## src/rtl/dslp_pkg.sv

```systemverilog
package dslp_pkg;
   localparam int EN_BIT    = 0;
   localparam int PRES_BIT  = 1;
   localparam int EXIT_LSB  = 2;
   localparam int EXIT_W    = 8;
   localparam int HOLD_LSB  = 10;
   localparam int HOLD_W    = 5;
   localparam int IDLE_LSB  = 15;
   localparam int IDLE_W    = 10;
   localparam int MULT_LSB  = 25;
   localparam int MULT_W    = 4;
   localparam int WORD_W    = 32;

   typedef enum logic [1:0] {
      ST_AWAKE  = 2'd0,
      ST_ASLEEP = 2'd1,
      ST_LEAVE  = 2'd2
   } dslp_state_e;
endpackage

```

## src/rtl/dslp_sat_counter.sv

```systemverilog
module dslp_sat_counter #(
   parameter int W = 8
) (
   input  logic         clk,
   input  logic         rst_n,
   input  logic         clr,
   input  logic         inc,
   output logic [W-1:0] cnt
);
   localparam logic [W-1:0] TOP = {W{1'b1}};

   always_ff @(posedge clk or negedge rst_n) begin
      if (!rst_n)               cnt <= '0;
      else if (clr)             cnt <= '0;
      else if (inc && cnt != TOP) cnt <= cnt + 1'b1;
   end

   AST_NO_WRAP: assert property (@(posedge clk) disable iff (!rst_n)
      ($past(cnt) == TOP && !$past(clr)) |-> cnt == TOP);
endmodule

```

## src/rtl/dslp_ctrl_reg.sv

```systemverilog
module dslp_ctrl_reg
   import dslp_pkg::*;
#(
   parameter bit                PRESENT  = 1'b1,
   parameter logic [EXIT_W-1:0] DEF_EXIT = 8'd20,
   parameter logic [HOLD_W-1:0] DEF_HOLD = 5'd10,
   parameter logic [IDLE_W-1:0] DEF_IDLE = 10'd1000,
   parameter logic [MULT_W-1:0] DEF_MULT = 4'd0
) (
   input  logic              clk,
   input  logic              rst_n,
   input  logic              wr,
   input  logic [WORD_W-1:0] wdata,
   input  logic              engine_run,
   output logic              en,
   output logic [EXIT_W-1:0] exit_t,
   output logic [HOLD_W-1:0] hold_t,
   output logic [IDLE_W-1:0] idle_t,
   output logic [MULT_W-1:0] mult,
   output logic [WORD_W-1:0] rdata
);
   localparam int PAD_W = WORD_W - (MULT_LSB + MULT_W);

   always_ff @(posedge clk or negedge rst_n) begin
      if (!rst_n) begin
         en     <= 1'b0;
         exit_t <= DEF_EXIT;
         hold_t <= DEF_HOLD;
         idle_t <= DEF_IDLE;
         mult   <= DEF_MULT;
      end else if (wr) begin
         en <= wdata[EN_BIT];
         if (!engine_run) begin
            exit_t <= wdata[EXIT_LSB +: EXIT_W];
            hold_t <= wdata[HOLD_LSB +: HOLD_W];
            idle_t <= wdata[IDLE_LSB +: IDLE_W];
            mult   <= wdata[MULT_LSB +: MULT_W];
         end
      end
   end

   always_comb begin
      rdata = {{PAD_W{1'b0}}, mult, idle_t, hold_t, exit_t, PRESENT, en};
   end

   AST_LOCKED_FIELDS: assert property (@(posedge clk) disable iff (!rst_n)
      (wr && engine_run) |=> ($stable(exit_t) && $stable(hold_t)
                              && $stable(idle_t) && $stable(mult)));
   AST_ENABLE_FOLLOWS: assert property (@(posedge clk) disable iff (!rst_n)
      wr |=> en == $past(wdata[EN_BIT]));
endmodule

```

## src/rtl/dslp_idle_gate.sv

```systemverilog
module dslp_idle_gate
   import dslp_pkg::*;
#(
   parameter bit PRESENT      = 1'b1,
   parameter bit SLUMBER_ONLY = 1'b0
) (
   input  logic              clk,
   input  logic              rst_n,
   input  logic              ms_tick,
   input  logic              en,
   input  logic              awake,
   input  logic              link_idle,
   input  logic              link_slumber,
   input  logic              cmd_issue,
   input  logic [IDLE_W-1:0] idle_t,
   input  logic [MULT_W-1:0] mult,
   output logic              entry_ok
);
   localparam int CNT_W = IDLE_W + MULT_W;

   logic             link_ok;
   logic             qual;
   logic [CNT_W-1:0] period;
   logic [CNT_W-1:0] idle_cnt;

   generate
      if (SLUMBER_ONLY) begin : g_slumber
         assign link_ok = link_idle && link_slumber;
      end else begin : g_idle
         assign link_ok = link_idle;
      end
   endgenerate

   always_comb begin
      qual   = PRESENT && en && awake && link_ok;
      period = CNT_W'(idle_t) * (CNT_W'(mult) + CNT_W'(1));
   end

   dslp_sat_counter #(.W(CNT_W)) u_idle_cnt (
      .clk   (clk),
      .rst_n (rst_n),
      .clr   (!qual || cmd_issue),
      .inc   (ms_tick),
      .cnt   (idle_cnt)
   );

   generate
      if (PRESENT) begin : g_present
         assign entry_ok = qual && !cmd_issue && (idle_t != '0) && (idle_cnt >= period);
      end else begin : g_absent
         assign entry_ok = 1'b0;
      end
   endgenerate
endmodule

```

## src/rtl/dslp_fsm.sv

```systemverilog
module dslp_fsm
   import dslp_pkg::*;
(
   input  logic              clk,
   input  logic              rst_n,
   input  logic              ms_tick,
   input  logic              en,
   input  logic              cmd_issue,
   input  logic              entry_ok,
   input  logic [HOLD_W-1:0] hold_t,
   input  logic [EXIT_W-1:0] exit_t,
   output logic              awake,
   output logic              dev_sleep,
   output logic              wake_req,
   output logic              link_ready
);
   localparam int TMR_W = (EXIT_W > HOLD_W) ? EXIT_W : HOLD_W;

   dslp_state_e state_q, state_d;
   logic             wake_pend_q;
   logic             wake_d;
   logic [TMR_W-1:0] tmr;
   logic             hold_met;
   logic             leave_req;

   always_comb begin
      hold_met  = tmr >= TMR_W'(hold_t);
      leave_req = wake_pend_q || cmd_issue || !en;
      state_d   = state_q;
      wake_d    = 1'b0;
      case (state_q)
         ST_AWAKE:  if (entry_ok) state_d = ST_ASLEEP;
         ST_ASLEEP: if (leave_req && hold_met) begin
                       state_d = ST_LEAVE;
                       wake_d  = wake_pend_q || cmd_issue;
                    end
         ST_LEAVE:  if (tmr >= TMR_W'(exit_t)) state_d = ST_AWAKE;
         default:   state_d = ST_AWAKE;
      endcase
   end

   dslp_sat_counter #(.W(TMR_W)) u_dwell (
      .clk   (clk),
      .rst_n (rst_n),
      .clr   ((state_d != state_q) || (state_q == ST_AWAKE)),
      .inc   (ms_tick),
      .cnt   (tmr)
   );

   always_ff @(posedge clk or negedge rst_n) begin
      if (!rst_n) begin
         state_q     <= ST_AWAKE;
         wake_pend_q <= 1'b0;
         wake_req    <= 1'b0;
      end else begin
         state_q  <= state_d;
         wake_req <= wake_d;
         if (state_q != ST_ASLEEP || state_d != ST_ASLEEP) wake_pend_q <= 1'b0;
         else if (cmd_issue)                                wake_pend_q <= 1'b1;
      end
   end

   always_comb begin
      awake      = (state_q == ST_AWAKE);
      dev_sleep  = (state_q == ST_ASLEEP);
      link_ready = awake;
   end

   AST_HOLD_RESPECTED: assert property (@(posedge clk) disable iff (!rst_n)
      $fell(dev_sleep) |-> $past(tmr) >= TMR_W'($past(hold_t)));
   AST_EXIT_WINDOW: assert property (@(posedge clk) disable iff (!rst_n)
      (state_q == ST_LEAVE) |=> !dev_sleep);
endmodule

```

## src/rtl/dslp_port_ctrl.sv

```systemverilog
module dslp_port_ctrl
   import dslp_pkg::*;
#(
   parameter bit                PRESENT      = 1'b1,
   parameter bit                SLUMBER_ONLY = 1'b0,
   parameter logic [EXIT_W-1:0] DEF_EXIT     = 8'd20,
   parameter logic [HOLD_W-1:0] DEF_HOLD     = 5'd10,
   parameter logic [IDLE_W-1:0] DEF_IDLE     = 10'd1000,
   parameter logic [MULT_W-1:0] DEF_MULT     = 4'd0
) (
   input  logic        clk,
   input  logic        rst_n,
   input  logic        ms_tick,
   input  logic        engine_run,
   input  logic        link_idle,
   input  logic        link_slumber,
   input  logic        cmd_issue,
   input  logic        reg_wr,
   input  logic [31:0] reg_wdata,
   output logic [31:0] reg_rdata,
   output logic        dev_sleep,
   output logic        wake_req,
   output logic        link_ready
);
   generate
      if (MULT_LSB + MULT_W > WORD_W) begin : g_bad_layout
         $error("control word fields exceed word width");
      end
      if (IDLE_LSB + IDLE_W != MULT_LSB) begin : g_bad_order
         $error("idle and multiplier fields must abut");
      end
   endgenerate

   logic              en;
   logic              awake;
   logic              entry_ok;
   logic [EXIT_W-1:0] exit_t;
   logic [HOLD_W-1:0] hold_t;
   logic [IDLE_W-1:0] idle_t;
   logic [MULT_W-1:0] mult;

   dslp_ctrl_reg #(
      .PRESENT  (PRESENT),
      .DEF_EXIT (DEF_EXIT),
      .DEF_HOLD (DEF_HOLD),
      .DEF_IDLE (DEF_IDLE),
      .DEF_MULT (DEF_MULT)
   ) u_reg (
      .clk        (clk),
      .rst_n      (rst_n),
      .wr         (reg_wr),
      .wdata      (reg_wdata),
      .engine_run (engine_run),
      .en         (en),
      .exit_t     (exit_t),
      .hold_t     (hold_t),
      .idle_t     (idle_t),
      .mult       (mult),
      .rdata      (reg_rdata)
   );

   dslp_idle_gate #(
      .PRESENT      (PRESENT),
      .SLUMBER_ONLY (SLUMBER_ONLY)
   ) u_gate (
      .clk          (clk),
      .rst_n        (rst_n),
      .ms_tick      (ms_tick),
      .en           (en),
      .awake        (awake),
      .link_idle    (link_idle),
      .link_slumber (link_slumber),
      .cmd_issue    (cmd_issue),
      .idle_t       (idle_t),
      .mult         (mult),
      .entry_ok     (entry_ok)
   );

   dslp_fsm u_fsm (
      .clk        (clk),
      .rst_n      (rst_n),
      .ms_tick    (ms_tick),
      .en         (en),
      .cmd_issue  (cmd_issue),
      .entry_ok   (entry_ok),
      .hold_t     (hold_t),
      .exit_t     (exit_t),
      .awake      (awake),
      .dev_sleep  (dev_sleep),
      .wake_req   (wake_req),
      .link_ready (link_ready)
   );

   generate
      if (!PRESENT) begin : g_chk_absent
         AST_ABSENT_NO_PIN: assert property (@(posedge clk) disable iff (!rst_n)
            !dev_sleep);
      end
      if (SLUMBER_ONLY) begin : g_chk_slumber
         AST_SLUMBER_ENTRY: assert property (@(posedge clk) disable iff (!rst_n)
            $rose(dev_sleep) |-> $past(link_slumber));
      end
   endgenerate

   AST_WAKE_ON_FALL: assert property (@(posedge clk) disable iff (!rst_n)
      wake_req |-> (!dev_sleep && $past(dev_sleep)));
   AST_READY_AWAKE: assert property (@(posedge clk) disable iff (!rst_n)
      link_ready |-> !dev_sleep);
   AST_ENTRY_NEEDS_EN: assert property (@(posedge clk) disable iff (!rst_n)
      $rose(dev_sleep) |-> ($past(en) && $past(link_idle)));
endmodule

```

## config.mk

```make
export PLATFORM = sky130hd
export DESIGN_NAME = dslp_port_ctrl
export DESIGN_NICKNAME = d
export VERILOG_FILES = /design/src/rtl/dslp_pkg.sv /design/src/rtl/dslp_sat_counter.sv /design/src/rtl/dslp_ctrl_reg.sv /design/src/rtl/dslp_idle_gate.sv /design/src/rtl/dslp_fsm.sv /design/src/rtl/dslp_port_ctrl.sv
export SDC_FILE = /design/constraint.sdc
export NUM_CORES = 1
export LEC_CHECK = 0
export ABC_AREA = 0
export BUFFER_PORTS_ARGS = -buffer_cell sky130_fd_sc_hd__buf_2
export CORE_MARGIN = 8
export CORE_UTILIZATION = 59
export CTS_BUF_LIST = sky130_fd_sc_hd__clkbuf_16
export CTS_CLUSTER_DIAMETER = 100
export DETAILED_ROUTE_END_ITERATION = 10
export PLACE_DENSITY = 0.82
export SLEW_MARGIN = 10
export SYNTH_ARGS = -nofsm -noshare
export SYNTH_HDL_FRONTEND = slang
export SYNTH_HIERARCHICAL = 1
export SYNTH_SLANG_ARGS = --single-unit
```

## constraint.sdc

```tcl
create_clock -name clk -period 6.35 [get_ports clk]
set_input_delay 0.9525 -clock clk [delete_from_list [all_inputs] [get_ports clk]]
set_output_delay 0.9525 -clock clk [all_outputs]
set_load 0.02 [all_outputs]
```

==> results of run 1 <==
sequential cells by signal, summed over array words and instances, names as in the netlist, 2 cells and up:
signal	count
u_fsm/state_q	2
u_fsm/u_dwell/cnt	8
u_gate/u_idle_cnt/cnt	14
u_reg/exit_t	8
u_reg/hold_t	5
u_reg/idle_t	10
u_reg/mult	4
final cells by class:
cell class | instances | area [µm²]
fillers | 711 | 3140
clock buffers | 5 | 125
inverters | 52 | 195
multi-input cells | 376 | 3270
flip-flops and latches | 54 | 1360
well taps | 108 | 135
repair buffers | 67 | 340
clock inverters | 3 | 20.0
cells by family after synthesis:
kind of cell | share of synthesized area, %
mux | 9.23
flops | 26.4
other cells | 0.145
buf+inv | 10.4
xor+xnor | 2.37
compound gates | 10.1
simple gates | 19.8
fa+ha+maj | 21.5
routing by layer:
layer | track usage [%] | wire (µm) | up-vias
li1 | - | - | 1849
met1 | 22.5 | 4550 | 1928
met2 | 31.1 | 5620 | 116
met3 | 2.93 | 468 | 14
met4 | 5.88 | 151 | 0
met5 | 0 | 0 | -
where the power goes:
| group | total, mW | switching (mW) | internal [mW] |
|---|---|---|---|
| logic | 1.19 | 0.683 | 0.511 |
| registers | 0.419 | 0.0397 | 0.379 |
| clock network | 0.277 | 0.130 | 0.147 |
| total | 1.89 | 0.853 | 1.04 |
worst register-to-register path, cell delays in order, from the launching register on:
cell	delay (ns)
dfrtp_1	0.41
nand3_1	0.11
xnor2_1	0.67
and2_1	0.26
fa_1	0.45
fa_1	0.55
inv_1	0.05
fa_1	0.52
inv_1	0.04
ha_1	0.39
a21o_1	0.21
a211o_1	0.32
a221oi_2	0.25
xnor2_1	0.11
ha_1	0.30
nand3_1	0.09
or4_1	0.47
o22ai_1	0.14
a21o_1	0.13
placed cells by master, fill, tap and decap left out, types with 6 or more instances in the layout:
master     n
a21oi_1   22
and2_1    28
buf_2     65
dfrtp_1   44
dfstp_2   10
fa_1      23
ha_1      52
inv_1     52
mux2_2    11
mux2_4    20
nand2_1   30
nand2b_1  17
nand3_1   13
nand4_1    8
nor2_1    19
nor2b_1   12
nor3_1     9
o21ai_0    6
or3_1      6
xnor2_1    8
xor2_1     6
how the worst max path moves through the flow:
| stage | start | endpoint | slack, ns | cells after the start |
|---|---|---|---|---|
| floorplan | u_reg/mult[0]$_DFFE_PN0P_ | u_fsm/state_q[0]$_DFF_PN0_ | 1.27 | 20 |
| global placement | u_reg/mult[0]$_DFFE_PN0P_ | u_fsm/state_q[0]$_DFF_PN0_ | 0.97 | 18 |
| detailed placement | u_reg/mult[2]$_DFFE_PN0P_ | u_fsm/state_q[0]$_DFF_PN0_ | 0.88 | 18 |
| CTS | u_reg/mult[2]$_DFFE_PN0P_ | u_fsm/state_q[0]$_DFF_PN0_ | 0.87 | 18 |
| global route | u_reg/mult[2]$_DFFE_PN0P_ | u_fsm/state_q[0]$_DFF_PN0_ | 0.39 | 18 |
| finish | u_reg/mult[2]$_DFFE_PN0P_ | u_fsm/state_q[0]$_DFF_PN0_ | 0.82 | 18 |
metrics by stage:
step                      util (%)  setup WS [ns]  hold WS [ns]  cell area (µm²)
after global routing          63.5          0.388         0.563             5450
after global placement        61.8          0.968         0.519             5310
after floorplan                  -           1.27         0.478             5170
after CTS                     63.5          0.865         0.540             5450
after detailed placement      61.8          0.885         0.521             5310
final                         63.5          0.822         0.540             5450
==> flow_metrics.env, run 1 <==
export IMPL_yosys_top_cells_count="52 x ha_1, 52 x inv_1, 44 x dfrtp_1, 34 x buf_4, 30 x nand2_1"
export IMPL_root_buffer="clkbuf_16"
export IMPL_crit_path_cell_trace="nand3_1 > xnor2_1 > and2_1 > fa_1 > fa_1 > inv_1 > fa_1 > inv_1 > ha_1 > a21o_1 > a211o_1 > a221oi_2 > xnor2_1 > ha_1 > nand3_1 > or4_1 > o22ai_1 > a21o_1"
export IMPL_synthTopCellsByArea="dfrtp_1 21%, ha_1 13%, fa_1 8.9%"
export IMPL_path_common_cell="fa_1"
export IMPL_rsz0062_at_grt="no"
export IMPL_r2r_end="u_fsm/state_q[0]$_DFF_PN0_"
export IMPL_slowest_stage="xnor2_1"
export IMPL_synth_largest_area_cell="dfrtp_1"
export IMPL_path_clk_slew_ns=0.07
export IMPL_timing_slew_headroom_pct=30.1
export IMPL_required_ns=6.58
export IMPL_die_w_um=110
export IMPL_routedWlPerCell_um=16.2
export IMPL_synth_distinct_cells=68
export IMPL_insertion_delay_ns=0.29
export IMPL_pin_count=75
export IMPL_critPathCaptureType="flip-flop"
export IMPL_p_per_area_mw_per_mm2=347
export IMPL_syn_area_per_cell_um2=9.82
export IMPL_core_mm2=0.00859
export IMPL_tightest_slew_ns=1.05
export IMPL_antenna_found_initial=0
export IMPL_skew_ns=0.00705
export IMPL_cts_buffer_depth=2
export IMPL_synth_main_ff_cell="dfrtp_1"
export IMPL_holdBufCountCts=0
export IMPL_yosysSeqAreaShare_pct=26.4
export IMPL_async_reset_ff_share_pct=100
export IMPL_drv_cap=0
export IMPL_hold_path_end="u_reg/hold_t[4]$_DFFE_PN0P_"
export IMPL_min_period_ns=5.53
export IMPL_grt_pass1_vias=3921
export IMPL_ff2ff_path_depth=18
export IMPL_dr_pass1_iters=4
export IMPL_hpwl_mm=8.23
export IMPL_synth_warnings=6
export IMPL_setup_violations=0
export IMPL_reg2reg_slack_ns=0.82
export IMPL_hold_violations=0
export IMPL_dp_cells=657
export IMPL_cts_tree="built"
export IMPL_drtIter0Drc=207
export IMPL_cts_sinks=54
export IMPL_whs_path_depth=1
export IMPL_hp_class="reg -> reg"
export IMPL_place_congestion=0.830
export IMPL_final_max_slew_violation_count=0
export IMPL_drc=0
export IMPL_portBuffers=65
export IMPL_slowest_delay_ns=0.67
export IMPL_start_util_pct=60.1
export IMPL_grt_ovfl_total=0
export IMPL_path_buf_inv=2
export IMPL_arrival_ns=5.76
export IMPL_min_from="u_reg/hold_t[4]$_DFFE_PN0P_"
export IMPL_synth_edf_count=0
export IMPL_layout_cells_non_filler=665
export IMPL_fin_tns_setup_ns=0
export IMPL_routed_via_density=5.88
export IMPL_dieArea_mm2=0.0120
export IMPL_startpoint_type="flip-flop"
export IMPL_track_usage_pct=18.0
export IMPL_max_freq_mhz=181
export IMPL_synth_top_area_share_pct=21.3
export IMPL_cts_made_buffers=5
export IMPL_diodes=0
export IMPL_total_power_mw=1.89
export IMPL_power_leakage_nw=2.70
export IMPL_grt_max_degree=55
export IMPL_ys_seq_elements=54
export IMPL_syn_inst=526
export IMPL_wl_mm=10.8
export IMPL_ir_drop_uv=205
export IMPL_synthToLayoutAreaGrowth_pct=5.52
export IMPL_die_h_um=110
export IMPL_row_count=34
export IMPL_cts_setup_buffers=0
export IMPL_cts_resized=0
export IMPL_ant_nets=0
export IMPL_vias=3907
export IMPL_grt_pass1_wl_mm=17.7
export IMPL_htree_num_levels=2
export IMPL_crit_fanout=10
export IMPL_drive_gt1_share_pct=23.9
export IMPL_worstSetupPathType="reg -> reg"
export IMPL_crit_family="adder cells"
export IMPL_period_share_pct=87.1
export IMPL_synthesis_area_mm2=0.00517
export IMPL_status="finished, final reports clean"
export IMPL_r2r_start="u_reg/mult[2]$_DFFE_PN0P_"
export IMPL_nets=671
Power figures use the tool's default switching activity.
==> run 2, diff against run 1 <==
==> constraint.sdc (replaced) <==
create_clock -name clk -period 6.35 [get_ports clk]
set_input_delay 0.635 -clock clk [delete_from_list [all_inputs] [get_ports clk]]
set_output_delay 0.635 -clock clk [all_outputs]
set_load 0.02 [all_outputs]
==> flow_metrics.env, run 2 (synthesized netlist as in run 1, its figures left out) <==
export IMPL_status="finished, final reports clean"
export IMPL_root_buffer="clkbuf_16"
export IMPL_rsz0062_at_grt="no"
export IMPL_dr_pass1_iters=5
export IMPL_track_usage_pct=18.4
export IMPL_arrival_ns=5.85
export IMPL_ir_drop_uv=218
export IMPL_hpwl_mm=8.23
export IMPL_antenna_found_initial=0
export IMPL_skew_ns=0.00385
export IMPL_layout_commonest_cell="buf_2"
export IMPL_htree_num_levels=2
export IMPL_path_clk_slew_ns=0.07
export IMPL_routed_via_density=5.79
export IMPL_holdBufCountCts=0
export IMPL_critPathCaptureType="flip-flop"
export IMPL_tightest_slew_ns=1.01
export IMPL_synthToLayoutAreaGrowth_pct=6.08
export IMPL_required_ns=6.59
export IMPL_stdcell_area_mm2=0.00548
export IMPL_p_per_area_mw_per_mm2=354
export IMPL_reg2reg_slack_ns=0.73
export IMPL_drtIter0Drc=170
export IMPL_grt_pass1_wl_mm=18.2
export IMPL_startpoint_type="flip-flop"
export IMPL_n_fill_cell=696
export IMPL_register_area_mm2=0.00136
export IMPL_timing_slew_headroom_pct=32.7
export IMPL_diodes=0
export IMPL_die_h_um=110
export IMPL_cts_sinks=54
export IMPL_cts_resized=0
export IMPL_cts_made_buffers=5
export IMPL_hp_class="in -> async"
export IMPL_max_freq_mhz=178
export IMPL_worstSetupPathType="reg -> reg"
export IMPL_power_leakage_nw=2.71
export IMPL_period_share_pct=88.4
export IMPL_grt_max_degree=55
export IMPL_wl_mm=10.7
export IMPL_reg_top3="u_gate/u_idle_cnt/cnt (14), u_reg/idle_t (10)"
export IMPL_largest_register_ffs=14
export IMPL_dpl_cell_area_mm2=0.00531
export IMPL_row_count=34
export IMPL_routedWlPerCell_um=16.1
export IMPL_insertion_delay_ns=0.29
export IMPL_final_max_slew_violation_count=0
export IMPL_portBuffers=65
export IMPL_r2r_start="u_reg/mult[0]$_DFFE_PN0P_"
export IMPL_min_period_ns=5.62
export IMPL_hold_violations=0
export IMPL_grt_ovfl_total=0
export IMPL_drive_gt1_share_pct=24.1
export IMPL_fin_tns_setup_ns=0
export IMPL_regMostFlops="u_gate/u_idle_cnt/cnt"
export IMPL_r2r_end="u_fsm/state_q[0]$_DFF_PN0_"
export IMPL_dieArea_mm2=0.0120
export IMPL_drv_cap=0
export IMPL_ant_nets=0
export IMPL_cts_tree="built"
export IMPL_vias=3849
export IMPL_hold_worst_slack_ns=0.462
export IMPL_pin_count=75
export IMPL_cts_setup_buffers=0
export IMPL_multiInputGateArea_mm2=0.00327
export IMPL_final_cell_mix="65 x buf_2, 52 x inv_1, 52 x ha_1"
export IMPL_die_w_um=110
export IMPL_setup_violations=0
export IMPL_ff2ff_path_depth=18
export IMPL_grt_pass1_vias=3969
export IMPL_drc=0
export IMPL_crit_fanout=10
export IMPL_place_congestion=0.860
export IMPL_start_util_pct=60.1
export IMPL_core_mm2=0.00859
export IMPL_nets=671
export IMPL_cts_buffer_depth=2
## run 2: changes by cell type in the layout (fill, tap and decap cells not counted)
cell,before,now
inv_6,1,0
clkinv_1,1,0
inv_8,0,1
bufinv_16,0,1
## run 2: where the power goes
| group | internal (mW) | switching (mW) |
|---|---|---|
| combinational | 0.511 | 0.688 |
| clock | 0.189 | 0.132 |
| sequential | 0.379 | 0.0385 |
| total | 1.08 | 0.858 |
## run 2: worst max-delay path by stage
stage	start	depth (start not counted)	endpoint
final	u_reg/mult[0]$_DFFE_PN0P_	18	u_fsm/state_q[0]$_DFF_PN0_
after global routing	u_reg/mult[2]$_DFFE_PN0P_	18	u_fsm/state_q[0]$_DFF_PN0_
after CTS	u_reg/mult[0]$_DFFE_PN0P_	18	u_fsm/state_q[0]$_DFF_PN0_
after detailed placement	u_reg/mult[1]$_DFFE_PN0P_	18	u_fsm/state_q[0]$_DFF_PN0_
after global placement	u_reg/mult[0]$_DFFE_PN0P_	18	u_fsm/state_q[0]$_DFF_PN0_
after floorplan	u_reg/mult[0]$_DFFE_PN0P_	20	u_fsm/state_q[0]$_DFF_PN0_
## run 2: area by class of cell
type / count / share of cell area, %
sequential: 54 / 24.9
inverter: 52 / 3.56
clock inverter: 3 / 0.890
tap: 108 / 2.47
multi-input combinational: 376 / 59.7
clock buffer: 5 / 2.28
timing repair buffer: 67 / 6.21
## run 2: per-layer routing
metal | routed length (µm) | part of all wire (%) | up-vias | track usage [%]
met5 | 0 | 0 | - | 0
met4 | 167 | 1.6 | 0 | 5.50
met3 | 408 | 3.8 | 17 | 2.81
met2 | 5640 | 53 | 94 | 32.5
met1 | 4520 | 42 | 1889 | 22.7
li1 | - | - | 1849 | -
## run 2: critical path: stages (launching register included)
cell and delay, ns:
dfrtp_1 0.40, ha_1 0.23, xor2_1 0.57, and2_1 0.24, fa_1 0.45, fa_1 0.56
inv_1 0.06, fa_1 0.53, inv_1 0.04, ha_1 0.38, a21o_1 0.21, a211o_1 0.32
a221oi_2 0.26, xnor2_1 0.13, ha_1 0.33, nand3_1 0.10, or4_1 0.48, o22ai_1 0.14
a21o_1 0.13
## run 2: per-stage QoR
stage,util (%),total power [mW],instances,worst slack (ns)
CTS,63.8,1.94,665,0.744
detailed placement,61.8,1.60,657,0.866
floorplan,-,1.39,528,1.27
finish,63.8,1.94,665,0.734
global route,63.8,2.11,665,0.388
global placement,61.8,1.54,657,0.974
==> run 3, diff against run 2 <==
==> constraint.sdc (replaced) <==
create_clock -name clk -period 6.3 [get_ports clk]
set_input_delay 0.63 -clock clk [delete_from_list [all_inputs] [get_ports clk]]
set_output_delay 0.63 -clock clk [all_outputs]
set_load 0.02 [all_outputs]
==> flow_metrics.env, run 3 (synthesized netlist as in run 1, its figures left out) <==
export IMPL_largest_register_ffs=14
export IMPL_status="finished, final reports clean"
export IMPL_drv_cap=0
export IMPL_insertion_delay_ns=0.30
export IMPL_portBuffers=65
export IMPL_p_per_area_mw_per_mm2=359
export IMPL_routedWlPerCell_um=16.3
export IMPL_reg2reg_slack_ns=0.72
export IMPL_r2r_end="u_fsm/state_q[0]$_DFF_PN0_"
export IMPL_die_w_um=110
export IMPL_startpoint_type="flip-flop"
export IMPL_skew_ns=0.00721
export IMPL_nets=671
export IMPL_vias=3891
export IMPL_drive_gt1_share_pct=24.1
export IMPL_worstSetupPathType="reg -> reg"
export IMPL_utilization_pct=63.8
export IMPL_route_met3_wl_um=353
export IMPL_wl_met2_mm=5.72
export IMPL_diodes=0
export IMPL_routed_via_density=5.85
export IMPL_critPathCaptureType="flip-flop"
export IMPL_rsz0062_at_grt="no"
export IMPL_holdBufCountCts=0
export IMPL_multiInputGateArea_mm2=0.00327
export IMPL_crit_family="adder cells"
export IMPL_cts_resized=0
export IMPL_synthToLayoutAreaGrowth_pct=6.08
export IMPL_stdcell_area_mm2=0.00548
export IMPL_path_buf_inv=2
export IMPL_dieArea_mm2=0.0120
export IMPL_drtIter0Drc=225
export IMPL_dr_pass1_iters=4
export IMPL_dp_slack_ns=0.801
export IMPL_core_mm2=0.00859
export IMPL_max_freq_mhz=179
export IMPL_cts_sinks=54
export IMPL_n_fill_cell=690
export IMPL_row_count=34
export IMPL_tightest_slew_ns=1.00
export IMPL_layout_commonest_cell="buf_2"
export IMPL_hpwl_mm=8.15
export IMPL_layout_cells_non_filler=665
export IMPL_grt_pass1_vias=3920
export IMPL_final_max_slew_violation_count=0
export IMPL_power_leakage_nw=2.71
export IMPL_top_layer="met4"
export IMPL_crit_fanout=10
export IMPL_timing_slew_headroom_pct=32.9
export IMPL_crit_path_cell_trace="ha_1 > xor2_1 > and2_1 > fa_1 > fa_1 > inv_1 > fa_1 > inv_1 > ha_1 > a21o_1 > a211o_1 > a221oi_2 > xor2_1 > ha_1 > nand3_1 > or4_1 > o22ai_1 > a21o_1"
export IMPL_fin_tns_setup_ns=0
export IMPL_slowest_stage="xor2_1"
export IMPL_drc=0
export IMPL_path_clk_slew_ns=0.07
export IMPL_wl_met1_mm=4.61
export IMPL_final_cell_mix="65 x buf_2, 52 x inv_1, 52 x ha_1"
export IMPL_min_period_ns=5.58
export IMPL_ant_nets=0
export IMPL_grt_max_degree=55
export IMPL_wl_mm=10.8
export IMPL_antenna_found_initial=0
export IMPL_regMostFlops="u_gate/u_idle_cnt/cnt"
export IMPL_ir_drop_uv=235
export IMPL_cts_tree="built"
export IMPL_hp_class="in -> async"
export IMPL_pin_count=75
export IMPL_die_h_um=110
export IMPL_register_area_mm2=0.00136
export IMPL_ff2ff_path_depth=18
export IMPL_grt_pass1_wl_mm=18.2
export IMPL_place_congestion=0.861
export IMPL_r2r_start="u_reg/mult[0]$_DFFE_PN0P_"
export IMPL_hold_violations=0
export IMPL_dpl_cell_area_mm2=0.00531
export IMPL_worst_slack_ns=0.719
export IMPL_period_share_pct=88.6
export IMPL_slowest_delay_ns=0.55
export IMPL_htree_num_levels=2
export IMPL_arrival_ns=5.82
export IMPL_start_util_pct=60.1
export IMPL_setup_violations=0
export IMPL_root_buffer="clkbuf_16"
export IMPL_dp_cells=657
export IMPL_cts_buffer_depth=2
export IMPL_reg_top3="u_gate/u_idle_cnt/cnt (14), u_reg/idle_t (10)"
export IMPL_cts_made_buffers=5
export IMPL_required_ns=6.53
export IMPL_cts_setup_buffers=0
export IMPL_track_usage_pct=18.4
export IMPL_grt_ovfl_total=0
-- run 3: cell counts in the layout (fill, tap and decap cells not counted) --
Identical to the previous run, type by type.
-- run 3: metrics by stage --
step           power (mW)  hold WS (ns)
2_1_floorplan        1.40         0.334
3_3_place_gp         1.55         0.519
5_1_grt              2.14         0.515
6_report             1.97         0.462
4_1_cts              1.97         0.491
3_5_place_dp         1.62         0.512
-- run 3: final cells by class --
cell class	instances	share of cell area [%]
inverter	52	3.56
timing repair buffer	67	6.21
sequential	54	24.9
clock buffer	5	2.28
clock inverter	3	0.890
tap	108	2.47
multi-input combinational	376	59.7
-- run 3: how the worst max path moves through the flow --
stage,startpoint,endpoint,cells past startpoint
2_1_floorplan,u_reg/mult[0]$_DFFE_PN0P_,u_fsm/state_q[0]$_DFF_PN0_,20
3_3_place_gp,u_reg/mult[0]$_DFFE_PN0P_,u_fsm/state_q[0]$_DFF_PN0_,18
3_5_place_dp,u_reg/mult[0]$_DFFE_PN0P_,u_fsm/state_q[0]$_DFF_PN0_,18
4_1_cts,u_reg/mult[0]$_DFFE_PN0P_,u_fsm/state_q[0]$_DFF_PN0_,18
5_1_grt,u_reg/mult[0]$_DFFE_PN0P_,u_fsm/state_q[0]$_DFF_PN0_,18
6_report,u_reg/mult[0]$_DFFE_PN0P_,u_fsm/state_q[0]$_DFF_PN0_,18
-- run 3: worst register-to-register path, cell delays in order, from the launching register on --
cell and delay, ns:
dfrtp_1 0.41, ha_1 0.23, xor2_1 0.55, and2_1 0.25
fa_1 0.45, fa_1 0.55, inv_1 0.06, fa_1 0.54
inv_1 0.04, ha_1 0.37, a21o_1 0.24, a211o_1 0.29
a221oi_2 0.29, xor2_1 0.12, ha_1 0.29, nand3_1 0.09
or4_1 0.48, o22ai_1 0.15, a21o_1 0.13
-- run 3: layer usage --
metal  up-vias  global-route usage, %
li1       1839                      -
met1      1953                   23.4
met5         -                      0
met3        14                   2.40
met4         0                   4.73
met2        85                   32.1
-- run 3: power breakdown --
| group | switching (mW) | total, mW | internal [mW] |
|---|---|---|---|
| clock network | 0.133 | 0.324 | 0.191 |
| registers | 0.0399 | 0.422 | 0.382 |
| logic | 0.706 | 1.22 | 0.517 |
| total | 0.879 | 1.97 | 1.09 |
